$ cat src/rtl/bcd_alarm_pkg.sv
package bcd_alarm_pkg;
    localparam int BYTE_W   = 8;
    localparam int NUM_REGS = 4;
    localparam int SEL_W    = $clog2(NUM_REGS);
    localparam int MS_W     = 7;   // seconds / minutes BCD width
    localparam int HD_W     = 6;   // hours / date BCD width
    localparam int FLAG_BIT = BYTE_W - 1;

    typedef enum logic [SEL_W-1:0] {
        SEL_SEC  = 2'd0,
        SEL_MIN  = 2'd1,
        SEL_HOUR = 2'd2,
        SEL_DATE = 2'd3
    } sel_e;

    typedef enum logic [2:0] {
        RPT_MONTH,
        RPT_DAY,
        RPT_HOUR,
        RPT_MIN,
        RPT_SEC
    } rpt_e;

    typedef struct packed {
        logic [BYTE_W-1:0] sec;
        logic [BYTE_W-1:0] min;
        logic [BYTE_W-1:0] hour;
        logic [BYTE_W-1:0] date;
    } alarm_regs_t;

    function automatic logic bcd_in_range(input logic [3:0] tens,
                                          input logic [3:0] units,
                                          input int unsigned max_val,
                                          input logic need_nonzero);
        int unsigned val;
        val = int'(tens) * 10 + int'(units);
        return (units <= 4'd9) && (val <= max_val) && (!need_nonzero || val != 0);
    endfunction
endpackage

$ cat src/rtl/alarm_regfile.sv
module alarm_regfile
    import bcd_alarm_pkg::*;
(
    input  logic                    clk,
    input  logic                    rst_n,
    input  logic                    wr_en,
    input  logic [SEL_W-1:0]        wr_sel,
    input  logic [BYTE_W-1:0]       wr_data,
    output alarm_regs_t             regs
);
    alarm_regs_t regs_d, regs_q;
    logic        ok_ms, ok_hour, ok_date;

    always_comb begin
        ok_ms   = bcd_in_range({1'b0, wr_data[6:4]}, wr_data[3:0], 59, 1'b0);
        ok_hour = bcd_in_range({2'b00, wr_data[5:4]}, wr_data[3:0], 23, 1'b0);
        ok_date = bcd_in_range({2'b00, wr_data[5:4]}, wr_data[3:0], 39, 1'b1);
        regs_d  = regs_q;
        if (wr_en) begin
            case (sel_e'(wr_sel))
                SEL_SEC:  if (ok_ms)   regs_d.sec  = wr_data;
                SEL_MIN:  if (ok_ms)   regs_d.min  = wr_data;
                SEL_HOUR: if (ok_hour) regs_d.hour = wr_data;
                SEL_DATE: if (ok_date) regs_d.date = wr_data;
                default:  ;
            endcase
        end
    end

    always_ff @(posedge clk) begin
        if (!rst_n) regs_q <= '0;
        else        regs_q <= regs_d;
    end

    assign regs = regs_q;

    assert_sec_bcd_R2: assert property (@(posedge clk) disable iff (!rst_n)
        (regs_q.sec[3:0] <= 4'd9) && (regs_q.sec[6:4] <= 3'd5));
    assert_min_bcd_R2: assert property (@(posedge clk) disable iff (!rst_n)
        (regs_q.min[3:0] <= 4'd9) && (regs_q.min[6:4] <= 3'd5));
    assert_hour_bcd_R3: assert property (@(posedge clk) disable iff (!rst_n)
        (regs_q.hour[3:0] <= 4'd9) &&
        ((regs_q.hour[5:4] < 2'd2) || (regs_q.hour[3:0] <= 4'd3)));
    assert_date_nonzero_R4: assert property (@(posedge clk) disable iff (!rst_n)
        !$stable(regs_q.date) |-> (regs_q.date[5:0] != 6'd0));
endmodule

$ cat src/rtl/alarm_match.sv
module alarm_match
    import bcd_alarm_pkg::*;
(
    input  logic            clk,
    input  logic            rst_n,
    input  logic [MS_W-1:0] alm_sec,
    input  logic [MS_W-1:0] alm_min,
    input  logic [HD_W-1:0] alm_hour,
    input  logic [HD_W-1:0] alm_date,
    input  logic [3:0]      flags,      // {date, hour, min, sec}
    input  logic [MS_W-1:0] now_sec,
    input  logic [MS_W-1:0] now_min,
    input  logic [HD_W-1:0] now_hour,
    input  logic [HD_W-1:0] now_date,
    input  logic            sec_tick,
    input  logic            alarm_en,
    output logic            irq
);
    rpt_e rpt;
    logic eq_sec, eq_min, eq_hour, eq_date, hit;
    logic irq_d, irq_q;

    always_comb begin
        case (flags)
            4'b0000: rpt = RPT_MONTH;
            4'b1000: rpt = RPT_DAY;
            4'b1100: rpt = RPT_HOUR;
            4'b1110: rpt = RPT_MIN;
            default: rpt = RPT_SEC;
        endcase
        eq_sec  = (alm_sec  == now_sec);
        eq_min  = (alm_min  == now_min);
        eq_hour = (alm_hour == now_hour);
        eq_date = (alm_date == now_date);
        case (rpt)
            RPT_MONTH: hit = eq_date && eq_hour && eq_min && eq_sec;
            RPT_DAY:   hit = eq_hour && eq_min && eq_sec;
            RPT_HOUR:  hit = eq_min && eq_sec;
            RPT_MIN:   hit = eq_sec;
            default:   hit = 1'b1;
        endcase
        irq_d = sec_tick && alarm_en && hit;
    end

    always_ff @(posedge clk) begin
        if (!rst_n) irq_q <= 1'b0;
        else        irq_q <= irq_d;
    end

    assign irq = irq_q;

    assert_irq_after_tick_R11: assert property (@(posedge clk) disable iff (!rst_n)
        irq |-> $past(sec_tick));
    assert_irq_enabled_R12: assert property (@(posedge clk) disable iff (!rst_n)
        irq |-> $past(alarm_en));
    assert_month_all_fields_R6: assert property (@(posedge clk) disable iff (!rst_n)
        (irq && $past(flags) == 4'b0000) |->
            ($past(now_sec) == $past(alm_sec) && $past(now_date) == $past(alm_date)));
endmodule

$ cat src/rtl/bcd_alarm_top.sv
module bcd_alarm_top
    import bcd_alarm_pkg::*;
(
    input  logic              clk,
    input  logic              rst_n,
    input  logic              wr_en,
    input  logic [SEL_W-1:0]  reg_sel,
    input  logic [BYTE_W-1:0] wr_data,
    output logic [BYTE_W-1:0] rd_data,
    input  logic [MS_W-1:0]   now_sec,
    input  logic [MS_W-1:0]   now_min,
    input  logic [HD_W-1:0]   now_hour,
    input  logic [HD_W-1:0]   now_date,
    input  logic              sec_tick,
    input  logic              alarm_en,
    output logic              irq
);
    alarm_regs_t regs;
    logic [3:0]  flags;

    alarm_regfile u_regs (
        .clk     (clk),
        .rst_n   (rst_n),
        .wr_en   (wr_en),
        .wr_sel  (reg_sel),
        .wr_data (wr_data),
        .regs    (regs)
    );

    always_comb begin
        case (sel_e'(reg_sel))
            SEL_SEC:  rd_data = regs.sec;
            SEL_MIN:  rd_data = regs.min;
            SEL_HOUR: rd_data = regs.hour;
            default:  rd_data = regs.date;
        endcase
        flags = {regs.date[FLAG_BIT], regs.hour[FLAG_BIT],
                 regs.min[FLAG_BIT],  regs.sec[FLAG_BIT]};
    end

    alarm_match u_match (
        .clk      (clk),
        .rst_n    (rst_n),
        .alm_sec  (regs.sec[MS_W-1:0]),
        .alm_min  (regs.min[MS_W-1:0]),
        .alm_hour (regs.hour[HD_W-1:0]),
        .alm_date (regs.date[HD_W-1:0]),
        .flags    (flags),
        .now_sec  (now_sec),
        .now_min  (now_min),
        .now_hour (now_hour),
        .now_date (now_date),
        .sec_tick (sec_tick),
        .alarm_en (alarm_en),
        .irq      (irq)
    );
endmodule

$ cat config.mk
export PLATFORM = sky130hd
export DESIGN_NAME = bcd_alarm_top
export DESIGN_NICKNAME = d
export VERILOG_FILES = /design/src/rtl/bcd_alarm_pkg.sv /design/src/rtl/alarm_regfile.sv /design/src/rtl/alarm_match.sv /design/src/rtl/bcd_alarm_top.sv
export SDC_FILE = /design/constraint.sdc
export NUM_CORES = 1
export LEC_CHECK = 0
export CORE_MARGIN = 3
export CORE_UTILIZATION = 35
export CTS_CLUSTER_SIZE = 10
export DETAILED_ROUTE_END_ITERATION = 16
export SYNTH_ARGS = -nofsm -noshare
export SYNTH_HDL_FRONTEND = slang
export SYNTH_SLANG_ARGS = --single-unit
$ cat constraint.sdc
create_clock -name clk -period 6.2 [get_ports clk]
set_input_delay 0.62 -clock clk [delete_from_list [all_inputs] [get_ports clk]]
set_output_delay 0.62 -clock clk [all_outputs]
set_load 0.02 [all_outputs]
==> flow_summary.yaml <==
power_and_ir_drop:
  power_density_nw_per_um2: 181.9
  ir_drop_v: 0.00008677
  leakagePower_nw: 1.153
  p_total_mw: 0.4929
setup_path:
  critical_path_class: "input port to primary output"
  end_kind: "primary output"
  r2r-start: "u_regs.regs[1]"
  start_kind: "input port"
  critical_path_required_ps: 5580
  crit_arrival_ps: 2700
  path_max_fanout: 12
  critPathLaunch: "reg_sel[0]"
yosys:
  synth_cell_types: 42
  ys_seq_area_share_pct: 31.62
  yosysTopAreaCell: "dfxtp_1"
  synth.cell_area_um2: 2090
  avgSynthCellArea_um2: 10.05
  yosysTopAreaCellShare_pct: 31.62
  synth-seq-cells: 33
  syn_inst: 208
  yosys_warnings: 0
  async_reset_ff_share_pct: 0
  syn_nets: 257
  synth_edf_count: 0
  netlist_top_cells_area: "dfxtp_1 (32%), mux2i_1 (15%), xor2_1 (9.2%), mux4_2 (8.6%), nand2_1 (8.1%)"
  ys.flop_type: "dfxtp_1"
die:
  ios: 50
  core_area_um2: 5642
  start_util_pct: 37.04
  die_w_um: 83.27
  die_height_um: 83.27
  rows: 27
  dieArea_um2: 6933
route:
  dr_wl_met2_um: 2354
  wl_met3_um: 278
  drtIter0Drc: 50
  dr.pass1.iters: 6
  drt-met1-wl_um: 2621
  ant_nets: 0
  totalWireLength_um: 5379
  routed_via_density: 5.082
  drc: 0
  highest_layer: "met4"
  vias: 1672
  wl_per_cell_um: 16.35
outcome:
  status: "complete, no violations"
clock_tree:
  hold_buffers: 0
  ctsResizeCount: 0
  cts_root_buf: "clkbuf_8"
  clk_latency_ps: 280
  cts-htree-levels: 2
  clk_pin_slew_ps: 70
  ctsLongestPathBuffers: 2
  numCtsBuffers: 5
  cts_setup_buffers: 0
  cts_tree: "yes"
  cts.sinks: 33
cells_and_area:
  antenna_cells: 0
  final_cells: 329
  final_common_cell: "clkdlybuf4s50_1"
  mostFrequentLayoutCells: "clkdlybuf4s50_1 (49), nand2_1 (45), dfxtp_1 (33)"
  syn2layout_area_growth_pct: 29.64
  drive_above_1_share_pct: 11.28
  nNetsFinal: 305
  n_fill_cell: 534
global_routing:
  antenna_found_initial: 0
  grt_pass1_vias: 1756
  gr-total-overflow: 0
  grt_pass1_wl_um: 8859
  grt_max_degree: 42
  gr-usage-all-layers_pct: 15.94
run:
  drv_cap: 0
timing:
  rsz0062_at_grt: "false"
  timing.final.crit_share_pct: 53.54
  tightest_slew_ps: 1113
  finalWorstSetupSlack_ps: 2881
  slew_viol_final: 0
  setup_violations: 0
  max_clock_freq_mhz: 301.3
  fin_crit_ps: 3319
  hold_viol_final: 0
  fin_skew_ps: 8.278
  tns_ps: 0
  relSlewSlack_pct: 25.62
placement:
  placed_cells: 321
  numPortBuffers: 49
  hpwl_um: 4112
  dp_slack_ps: 2550
  gp_congestion: 0.7947
worst_hold_path:
  hold_path_class: "register to register"
  hp-start: "u_regs.regs[6]"
-- critical path, cell delays in order --
cell and delay [ps]:
clkdlybuf4s50_1 930, mux4_2 600, clkdlybuf4s50_1 550
-- logic make-up after synthesis --
kind of cell	Yosys count	synth area share (%)
multiplexers	39	23.47
adder cells (fa/ha/maj)	9	5.688
buffers and inverters	11	2.994
AND/OR/NAND/NOR	71	17.13
flip-flops	33	31.62
AO/OA/AOI/OAI	17	7.365
XOR/XNOR	28	11.74
-- where the power goes --
group          total (mW)  internal (mW)  switching [mW]
clock network       0.160         0.0775          0.0822
logic               0.110         0.0566          0.0536
registers           0.223          0.218         0.00535
-- cells in the mapped netlist, types with 2 or more instances --
cell       n
a21o_1     2
a21oi_2    2
buf_2      2
buf_6      2
clkbuf_1   4
dfxtp_1   33
ha_1       7
inv_1      2
mux2i_1   31
mux4_2     8
nand2_1   45
nand3_1    3
nand3_4    2
nor2_1     4
nor3_1     3
nor4_1     5
o21ai_0    2
xnor2_1    6
xor2_1    22
-- metrics by stage --
stage | area (um^2) | utilization [%] | hold slack (ps)
5_1_grt | 2709 | 48.02 | 484.1
4_1_cts | 2709 | 48.02 | 464.2
3_5_place_dp | 2623 | 46.48 | 453.8
3_3_place_gp | 2623 | 46.48 | 442.8
6_report | 2709 | 48.02 | 461.8
2_1_floorplan | 2090 | - | 431.7
-- layer usage --
| layer | vias up | global-route usage [%] |
|---|---|---|
| li1 | 835 | - |
| met1 | 777 | 21.25 |
| met2 | 51 | 24.34 |
| met3 | 9 | 3.968 |
| met4 | 0 | 6.835 |
| met5 | - | 0 |
-- worst paths after layout --
| kind | to | slack [ps] | cells past startpoint |
|---|---|---|---|
| worst max register to register | u_match.irq | 4410 | 5 |
| worst min-delay path | u_regs.regs[6] | 460 | 2 |
| worst min register to register | u_regs.regs[6] | 460 | 2 |
| worst max-delay path | rd_data[7] | 2880 | 3 |
-- sequential cells by signal, summed over array words and instances, names as in the netlist --
register / count
u_regs.regs: 32
u_match.irq: 1
-- final cells by class --
class,instances,area [um^2],area share (%)
clock buffers,5,68.82,2.540
clock inverters,3,17.52,0.6467
inverters,2,7.507,0.2771
multi-input cells,164,1366,50.44
flip-flops and latches,33,660.6,24.39
well taps,72,90.09,3.326
repair buffers,50,498.0,18.38
Note: power is estimated with default switching activity, not from simulation.
